**config.mk**
```make
export PLATFORM = sky130hd
export DESIGN_NAME = uart_rx_core
export DESIGN_NICKNAME = d
export VERILOG_FILES = /design/src/rtl/uart_rx_pkg.sv /design/src/rtl/uart_rx_sync.sv /design/src/rtl/uart_rx_frame.sv /design/src/rtl/uart_rx_fifo.sv /design/src/rtl/uart_rx_core.sv
export SDC_FILE = /design/constraint.sdc
export NUM_CORES = 1
export LEC_CHECK = 0
export ABC_AREA = 0
export BUFFER_PORTS_ARGS = -buffer_cell sky130_fd_sc_hd__buf_2
export CORE_AREA = 8 8 139 141
export DETAILED_ROUTE_END_ITERATION = 10
export DIE_AREA = 0 0 147 149
export HOLD_SLACK_MARGIN = 0.06
export PLACE_DENSITY = 0.71
export SLEW_MARGIN = 20
export SYNTH_ARGS = -nofsm -noshare
export SYNTH_HDL_FRONTEND = slang
export SYNTH_SLANG_ARGS = --single-unit
```
**constraint.sdc**
```tcl
create_clock -name clk_i -period 2.7 [get_ports clk_i]
set_input_delay 0.27 -clock clk_i [delete_from_list [all_inputs] [get_ports clk_i]]
set_output_delay 0.27 -clock clk_i [all_outputs]
set_load 0.01 [all_outputs]
```
**src/rtl/uart_rx_pkg.sv**
```systemverilog
package uart_rx_pkg;

   typedef struct packed {
      logic       brk;
      logic       par_err;
      logic       frm_err;
      logic [7:0] data;
   } rx_char_t;

   localparam int unsigned CHAR_W = $bits(rx_char_t);

   typedef enum logic [2:0] {
      ST_IDLE,
      ST_START,
      ST_DATA,
      ST_PAR,
      ST_STOP,
      ST_WAITHI
   } rx_state_e;

endpackage

```
**src/rtl/uart_rx_sync.sv**
```systemverilog
module uart_rx_sync #(
   parameter int unsigned STAGES = 2
) (
   input  logic clk_i,
   input  logic rst_ni,
   input  logic d_i,
   output logic q_o
);
   if (STAGES < 2) begin : g_bad_stages
      $error("uart_rx_sync: STAGES must be at least 2");
   end

   logic [STAGES-1:0] sr_q;

   always_ff @(posedge clk_i or negedge rst_ni) begin
      if (!rst_ni) sr_q <= '1;
      else         sr_q <= {sr_q[STAGES-2:0], d_i};
   end

   assign q_o = sr_q[STAGES-1];
endmodule

```
**src/rtl/uart_rx_frame.sv**
```systemverilog
module uart_rx_frame
   import uart_rx_pkg::*;
#(
   parameter int unsigned OVS = 16,
   parameter int unsigned MID = 8
) (
   input  logic       clk_i,
   input  logic       rst_ni,
   input  logic       rxd_s_i,
   input  logic       tick_i,
   input  logic [1:0] word_len_i,
   input  logic       par_en_i,
   input  logic       par_odd_i,
   output logic       push_o,
   output rx_char_t   char_o
);
   localparam int unsigned CW = $clog2(OVS);

   if (OVS < 4 || MID == 0 || MID >= OVS) begin : g_bad_ovs
      $error("uart_rx_frame: need OVS >= 4 and 0 < MID < OVS");
   end

   rx_state_e   state_q;
   logic [CW-1:0] cnt_q;
   logic [2:0]  idx_q;
   logic [7:0]  shr_q;
   logic        pbit_q;
   logic [2:0]  last_idx;
   logic        mid_hit;
   logic        bit_hit;

   assign last_idx = 3'd4 + {1'b0, word_len_i};
   assign mid_hit  = tick_i && (cnt_q == CW'(MID - 1));
   assign bit_hit  = tick_i && (cnt_q == CW'(OVS - 1));

   always_ff @(posedge clk_i or negedge rst_ni) begin
      if (!rst_ni) begin
         state_q <= ST_IDLE;
         cnt_q   <= '0;
         idx_q   <= '0;
         shr_q   <= '0;
         pbit_q  <= 1'b0;
         push_o  <= 1'b0;
         char_o  <= '0;
      end else begin
         push_o <= 1'b0;
         if (tick_i && state_q != ST_IDLE && state_q != ST_WAITHI)
            cnt_q <= (mid_hit && state_q == ST_START) || bit_hit ? '0 : cnt_q + 1'b1;
         unique case (state_q)
            ST_IDLE: begin
               cnt_q <= '0;
               if (!rxd_s_i) state_q <= ST_START;
            end
            ST_START: if (mid_hit) begin
               if (rxd_s_i) state_q <= ST_IDLE;
               else begin
                  state_q <= ST_DATA;
                  idx_q   <= '0;
                  shr_q   <= '0;
                  pbit_q  <= 1'b0;
               end
            end
            ST_DATA: if (bit_hit) begin
               shr_q[idx_q] <= rxd_s_i;
               if (idx_q == last_idx) state_q <= par_en_i ? ST_PAR : ST_STOP;
               else                   idx_q   <= idx_q + 1'b1;
            end
            ST_PAR: if (bit_hit) begin
               pbit_q  <= rxd_s_i;
               state_q <= ST_STOP;
            end
            ST_STOP: if (bit_hit) begin
               push_o         <= 1'b1;
               char_o.data    <= shr_q;
               char_o.frm_err <= !rxd_s_i;
               char_o.par_err <= par_en_i && ((^shr_q ^ pbit_q) != par_odd_i);
               char_o.brk     <= !rxd_s_i && (shr_q == 8'h00) && !(par_en_i && pbit_q);
               state_q        <= rxd_s_i ? ST_IDLE : ST_WAITHI;
            end
            ST_WAITHI: if (rxd_s_i) state_q <= ST_IDLE;
            default: state_q <= ST_IDLE;
         endcase
      end
   end
endmodule

```
**src/rtl/uart_rx_fifo.sv**
```systemverilog
module uart_rx_fifo #(
   parameter int unsigned DEPTH = 16,
   parameter int unsigned W     = 11
) (
   input  logic         clk_i,
   input  logic         rst_ni,
   input  logic         push_i,
   input  logic [W-1:0] wdata_i,
   input  logic         pop_i,
   output logic [W-1:0] rdata_o,
   output logic         empty_o,
   output logic         full_o,
   output logic         overrun_o
);
   localparam int unsigned AW = $clog2(DEPTH);

   if (DEPTH < 2 || (1 << AW) != DEPTH) begin : g_bad_depth
      $error("uart_rx_fifo: DEPTH must be a power of two, at least 2");
   end

   logic [W-1:0]  mem_q [DEPTH];
   logic [AW-1:0] wp_q, rp_q;
   logic [AW:0]   cnt_q;
   logic          do_pop, do_push;

   assign empty_o = (cnt_q == '0);
   assign full_o  = (cnt_q == (AW+1)'(DEPTH));
   assign do_pop  = pop_i && !empty_o;
   assign do_push = push_i && (!full_o || do_pop);
   assign rdata_o = mem_q[rp_q];

   always_ff @(posedge clk_i) begin
      if (do_push) mem_q[wp_q] <= wdata_i;
   end

   always_ff @(posedge clk_i or negedge rst_ni) begin
      if (!rst_ni) begin
         wp_q      <= '0;
         rp_q      <= '0;
         cnt_q     <= '0;
         overrun_o <= 1'b0;
      end else begin
         if (do_push) wp_q <= wp_q + 1'b1;
         if (do_pop)  rp_q <= rp_q + 1'b1;
         if (do_push && !do_pop)      cnt_q <= cnt_q + 1'b1;
         else if (do_pop && !do_push) cnt_q <= cnt_q - 1'b1;
         if (push_i && !do_push) overrun_o <= 1'b1;
      end
   end
endmodule

```
**src/rtl/uart_rx_core.sv**
```systemverilog
module uart_rx_core
   import uart_rx_pkg::*;
#(
   parameter int unsigned DEPTH       = 16,
   parameter int unsigned OVS         = 16,
   parameter int unsigned MID         = 8,
   parameter int unsigned SYNC_STAGES = 2
) (
   input  logic       clk_i,
   input  logic       rst_ni,
   input  logic       rxd_i,
   input  logic       baud16_en_i,
   input  logic [1:0] word_len_i,
   input  logic       par_en_i,
   input  logic       par_odd_i,
   input  logic       rd_en_i,
   output logic [7:0] rd_data_o,
   output logic       rd_frm_err_o,
   output logic       rd_par_err_o,
   output logic       rd_brk_o,
   output logic       empty_o,
   output logic       full_o,
   output logic       overrun_o
);
   logic     rxd_s;
   logic     chr_push;
   rx_char_t chr_new;
   rx_char_t chr_head;

   uart_rx_sync #(.STAGES(SYNC_STAGES)) sync_i (
      .clk_i (clk_i),
      .rst_ni(rst_ni),
      .d_i   (rxd_i),
      .q_o   (rxd_s)
   );

   uart_rx_frame #(.OVS(OVS), .MID(MID)) frame_i (
      .clk_i     (clk_i),
      .rst_ni    (rst_ni),
      .rxd_s_i   (rxd_s),
      .tick_i    (baud16_en_i),
      .word_len_i(word_len_i),
      .par_en_i  (par_en_i),
      .par_odd_i (par_odd_i),
      .push_o    (chr_push),
      .char_o    (chr_new)
   );

   uart_rx_fifo #(.DEPTH(DEPTH), .W(CHAR_W)) fifo_i (
      .clk_i    (clk_i),
      .rst_ni   (rst_ni),
      .push_i   (chr_push),
      .wdata_i  (chr_new),
      .pop_i    (rd_en_i),
      .rdata_o  (chr_head),
      .empty_o  (empty_o),
      .full_o   (full_o),
      .overrun_o(overrun_o)
   );

   assign rd_data_o    = chr_head.data;
   assign rd_frm_err_o = chr_head.frm_err;
   assign rd_par_err_o = chr_head.par_err;
   assign rd_brk_o     = chr_head.brk;
endmodule

```
==> Word level (Yosys, flattened, before mapping) <==
Memory sizes are Yosys's and may differ from the RTL's.
Cells that the tools add are included.
{ "classes": {"eq_ne": 20, "bitwise_logic": 1, "n_addsub": 7, "magnitude_cmp": 2, "mux": 36, "n_reduce_logical": 37} }
{ "op_table": {"columns": ["cell", "count"], "rows": [
  ["two-way mux 3 bit", 13],
  ["two-way mux 8 bit", 3],
  ["one-hot mux 3 bit (6 select lines)", 1],
  ["one-hot mux 8 bit (2 select lines)", 1],
  ["logical AND 1 bit", 15],
  ["adder 4 x 1 -> 4 bit (second input constant)", 3],
  ["two-way mux 4 bit", 3],
  ["two-way mux 5 bit", 2],
  ["!= test 2 x 1 -> 1 bit (second input constant)", 5],
  ["bitwise mux 8 bit", 1],
  ["logical NOT 8 bit", 1],
  ["two-way mux 1 bit", 8],
  ["!= test 2 bit (second input constant)", 4],
  ["AND reduction 4 bit", 2],
  ["nonzero test 2 bit", 4],
  ["XOR reduction 8 bit", 1],
  ["AND reduction 7 bit", 1],
  ["equality test 3 x 2 -> 1 bit (second input constant)", 2],
  ["equality test 3 bit (second input constant)", 2],
  ["logical NOT 1 bit", 6],
  ["one-hot mux 3 bit (2 select lines)", 1],
  ["adder 5 x 1 -> 5 bit (second input constant)", 1],
  ["equality test 5 bit (second input constant)", 1],
  ["logical NOT 5 bit", 1],
  ["20 further kinds", 21]
]} }
{ "totals": {"reg_bits": 47, "mem_count": 1, "ram_bits": 176, "in_bits": 9, "out_inout_bits": 14, "wordCells": 119} }
{ "mem_list": {"columns": ["name", "words", "width", "read_ports", "rd_clocked_by_memory_dff", "wr", "line_no", "text"], "rows": [
  ["fifo_i.mem_q", 16, 11, 1, 0, 1, "uart_rx_fifo.sv:21", "logic [W-1:0] mem_q [DEPTH];"]
]} }

==> Logic depth before layout (Yosys ltp) <==
{ "logic_depth": {"ltp_word": 9, "mapped_depth": 10, "depth_no_buf": 10} }

==> Hierarchy <==
Synthesis repeated with hierarchy kept, for this count alone.
{ "hier_totals": {"cells_unflattened": 617, "hier_area_um2": 9435.3} }
{ "by_module_without_submodules": {"columns": ["mod", "cells_per_inst", "seq_area_each_um2", "area_per_inst_um2", "n_inst"], "rows": [
  ["uart_rx_fifo", 413, 5635.4, 7588.5, 1],
  ["uart_rx_frame", 202, 775.7, 1794.2, 1],
  ["uart_rx_sync", 2, 52.6, 52.6, 1]
]} }

==> Worst setup path before layout <==
Ideal clock, no wire load.
{ "synth_path": {"kind": "reg-to-reg", "startpoint": "register fifo_i.cnt_q[1]", "endpoint": "register fifo_i.cnt_q[4]", "path_slack_ns": -0.058, "arrival_time_ns": 2.678, "required_time_ns": 2.620, "setup_time_ns": 0.080, "synth_period_minus_slack_ns": 2.758, "n_path_buf": 0, "path_stages_with_launch": 11, "path_cell_list": "dfrtp_1 or4_4 o21a_1 inv_1 ha_1 inv_1 fa_1 a21o_1 a21oi_1 mux2i_1 xnor2_1"} }
{ "synth_via": {"elab_chain_cells": 8} }
{ "synth_rtl": {"columns": ["item", "line_no", "text"], "rows": [
  ["start, declared", "uart_rx_fifo.sv:23", "logic [AW:0] cnt_q;"],
  ["start signal, assigned", "uart_rx_fifo.sv:45", "if (do_push && !do_pop) cnt_q <= cnt_q + 1'b1;"],
  ["start signal, assigned", "uart_rx_fifo.sv:46", "else if (do_pop && !do_push) cnt_q <= cnt_q - 1'b1;"],
  ["parallel branches: the longest is 8 deep, another holds subtractor 5 x 1 -> 5 bit", null, null]
]} }
Several ways; the timed one is not identified. The select of a mux whose other input is x is not followed.
A chain may end at the register's enable or synchronous reset.

==> Worst setup path in the final report <==
{ "layout_path": {"startpoint": "register fifo_i.rp_q[0]", "endpoint": "output rd_data_o[3]"} }
{ "layout_via": {"elab_chain_cells": 1} }
{ "layout_rtl": {"columns": ["item", "line_no", "text"], "rows": [
  ["start, declared", "uart_rx_fifo.sv:22", "logic [AW-1:0] wp_q, rp_q;"],
  ["start signal, assigned", "uart_rx_fifo.sv:44", "if (do_pop) rp_q <= rp_q + 1'b1;"],
  ["memory (16 x 11 bit)", null, null],
  ["end, declared", "uart_rx_core.sv:17", "output logic [7:0] rd_data_o,"]
]} }
Every way passes these cells.

==> reports/results.tsv <==
stage	metric	value	unit
sta	setup total negative slack	0	ns
yosys	cell count after synthesis	540	
power	total power after layout	10800	uW
sta	Final setup viols	0	
sta	worst clock skew	0.0117	ns
floorplan	Die Height	149	um
sta	minimum period implied by the final worst setup slack	2.70	ns
grt	antenna violations before repair	0	
placed_design	placement-stage worst setup slack	-0.0387	ns
critical_path	crit-path cells	buf_12 -> buf_16 -> mux4_2 -> mux4_2 -> buf_6	
route	final wirelength	18.7	mm
sta	minimum setup slack in the final design	0.00383	ns
sta	final period utilization	99.9	%
power	clock power share	30.9	%
sta	Pins Over Slew Limit	0	
grt	remaining global-route overflow	0	
yosys	unique cell type count in the Yosys netlist	55	
yosys	synthesis-stage register bit count	223	
yosys	share of flip-flops with an asynchronous set or reset after synthesis	21.1	%
grt	Total Routing Usage GR	17.5	%
route	final routed wire length divided by cell count	22.5	um
critical_path	element type at the critical path start	register	
power	fraction of power consumed by sequential logic	41.3	%
route	violation count after the first detailed-route iteration	323	
power	worst supply voltage drop on vdd	0.681	mV
critical_path	data arrival time of the worst path	2.43	ns
yosys	fraction of post-synthesis cell area in the top cell type by area	56.5	%
sta	maximum clock rate	371	MHz
critical_path	most used cell along the critical path	mux4_2	
job	number of violations of the max-capacitance limit	0	
final_layout	Post-layout nets	614	
yosys	warning count from the yosys run	0	
route	vias per inst	6.00	
placed_design	final RePlAce weighted congestion	0.805	
route	number of vias in the routed layout	4984	
sta	Worst Max-Slew Pin Slew	0.808	ns
yosys	post-synth design cell area	9360	um^2
sta	Max-slew headroom	46.2	%
critical_path	Critical-path top delay cell	mux4_2	
critical_path	critical path capture point type	primary output	
cts	CTS Root Buffer Type	clkbuf_16	
route	number of nets with antenna violations after detailed routing	0	
final_layout	area growth from synthesis to layout	15.2	%
sta	Hold Slack	0.115	ns
cts	TritonCTS clock tree	done	
floorplan	Initial Utilization	54.9	%
route	first-pass iteration count of the detailed router	5	
cts	latest clock arrival within the worst-skew pair	0.50	ns
power	PwrDens	1000	nW/um^2
placed_design	detailed-placement wirelength estimate	11.0	mm
yosys	Post-synth EDFFs	176	
critical_path	critical path data required time	2.43	ns
critical_path	CP bufs+invs	3	
hold_path	Hold/Removal Path Class	input pin to register	
power	net load switching power	3020	uW
grt	pin count of the biggest net entering global routing	45	
run_status	run status	completed	
cts	clock buffer count from CTS	24	
floorplan	Die Area	21900	um^2
critical_path	stage delay of the slowest cell on the critical path	0.52	ns
power	Combinational Power Share	27.7	%
yosys	most area-consuming cells after synthesis	edfxtp_1 56%, mux4_2 13%, dfrtp_1 12%	
critical_path	Crit path max-delay family	multiplexers	
grt	global-route wire length before repair	29.6	mm
floorplan	number of top-level pins	23	
yosys	average cell area after synthesis	17.3	um^2
power	cell-internal power	7780	uW
final_layout	share of layout cells above drive strength 1	25.7	%
cts	Worst-path clk slew	0.06	ns
critical_path	Max Fanout on Critical Path	7	
yosys	dominant cell type by area after synthesis	edfxtp_1	
power	switching share of power	28.0	%
cts	number of sinks handled by clock tree synthesis	223	
grt	via count of the first global-routing pass	5183	
critical_path	Setup Crit Path Kind	register to primary output	
cts	number of buffers on the longest clock path	3	
cts	htree depth	1	
sta	setup repair after global routing missed its margin	true	
floorplan	die width	147	um
power	static leakage	0.00387	uW
final_layout	diode count	0	
floorplan	placeable core area	17100	um^2
sta	final-report hold violation count	0	
placed_design	quantity of I/O buffers inserted on ports	22	
yosys	dominant synthesized flop cell	edfxtp_1	
yosys	proportion of synthesized chip area in sequential cells	69.1	%
floorplan	Rows	48	
yosys	Synth Net Count	565	
route	post-route DRC violation count	0	
final_layout	total of fill cells in the finished design	1230	
stage by stage:
stage,instance area (um^2),std cells,utilization (%)
final,10800,831,63.2
after global routing,10800,831,63.2
after CTS,10700,830,63.0
after detailed placement,9790,779,57.4
after global placement,9790,779,57.4
after floorplan,9360,540,-
worst paths after layout:
check	start	to	slack (ns)	cells after the start
worst min-delay path	baud16_en_i	frame_i.cnt_q[0]	0.12	3
min in group asynchronous	rst_ni	fifo_i.cnt_q[4]	0.27	2
worst max register to register	fifo_i.cnt_q[2]	fifo_i.cnt_q[4]	0.14	10
worst min register to register	sync_i.sr_q[0]	sync_i.sr_q[1]	0.36	0
worst max-delay path	fifo_i.rp_q[0]	rd_data_o[3]	0.004	5
max in group asynchronous	rst_ni	sync_i.sr_q[0]	1.75	3
timing repair:
action,CTS,global route
cloned,2,0
hold endpoints to repair,22,0
resized for setup,7,8
hold buffers,3,0
endpoints found under the setup margin,12,10
pin swaps,1,7
buffers inserted,4,1
cells in the final DEF (no fill, tap or decap), drive strengths merged, types with 5 or more instances in the layout:
master  Yosys  routed
a21oi       8       8
a31oi       9       9
and2       17      17
buf        13      48
clkbuf     15      32
clkinv      0       6
dfrtp      45      45
edfxtp    176     176
ha         15      15
inv        24      25
mux2i       6       6
mux4       55      55
nand2      31      31
nand3       5       5
nand4       5       5
nor2       12      12
nor3       15      15
o21ai      18      18
o22ai       9       9
xnor2      14      14
state kept, by name (all words and copies together) (netlist names):
signal,cells
frame_i.char_o,11
frame_i.state_q,3
fifo_i.wp_q,4
frame_i.shr_q,8
fifo_i.overrun_o,1
sync_i.sr_q,2
frame_i.push_o,1
frame_i.cnt_q,4
frame_i.idx_q,3
fifo_i.cnt_q,5
fifo_i.rp_q,4
fifo_i.mem_q,176
frame_i.pbit_q,1
cell type report:
| type | instances | area, um^2 | area share [%] |
|---|---|---|---|
| inverters | 24 | 92.6 | 0.859 |
| flip-flops and latches | 223 | 6470 | 60.0 |
| multi-input cells | 265 | 2680 | 24.8 |
| repair buffers | 51 | 452 | 4.19 |
| clock inverters | 11 | 160 | 1.49 |
| well taps | 225 | 282 | 2.61 |
| clock buffers | 32 | 652 | 6.05 |
cells in the mapped netlist, types with 2 or more instances:
library cell and instances:
clkbuf_2 2, xnor2_1 14, ha_1 15, and2_1 17
nand2_1 31, a32oi_1 2, a21o_1 4, nand4_1 5
nor3b_1 4, nand2b_1 4, nor3_1 14, buf_1 5
buf_2 3, nor2b_1 2, nor2_1 12, o32ai_1 2
nand3_1 5, dfrtp_1 45, xor2_1 4, mux4_2 55
buf_6 4, a21boi_0 2, a31oi_1 9, inv_1 23
a21oi_1 8, or2_2 2, edfxtp_1 176, dfstp_2 2
clkbuf_1 13, o21ai_0 18, o22ai_1 9, mux2i_1 6
power by group through the flow:
stage	clock, uW	combinational, uW	sequential (uW)
floorplan	0	2200	4300
global placement	0	2650	4490
detailed placement	0	2720	4530
CTS	3410	2960	4470
global route	3540	3260	4510
finish	3340	2990	4470
cells by family after synthesis:
| family | count (synthesis) | share of synthesized area, % |
|---|---|---|
| xor+xnor | 18 | 1.68 |
| simple gates | 103 | 5.80 |
| buf+inv | 52 | 2.51 |
| flops | 223 | 69.1 |
| fa+ha+maj | 16 | 2.22 |
| mux | 63 | 14.1 |
| compound gates | 65 | 4.60 |
worst reg2reg max path, delay by kind of cell (launching register included):
family / cells / cell delay (ns)
adder cells (fa/ha/maj): 2 / 0.52
XOR/XNOR: 1 / 0.13
AND/OR/NAND/NOR: 1 / 0.57
buffers and inverters: 2 / 0.13
AO/OA/AOI/OAI: 3 / 0.52
flip-flops: 1 / 0.38
multiplexers: 1 / 0.23
layer usage:
metal,track usage (%),vias up,share of wire (%)
met1,22.2,2563,40
met2,30.3,172,52
met4,5.71,0,2.9
met5,0,-,0
met3,3.00,34,5.6
li1,-,2215,-
Note: power is estimated with default switching activity, not from simulation.
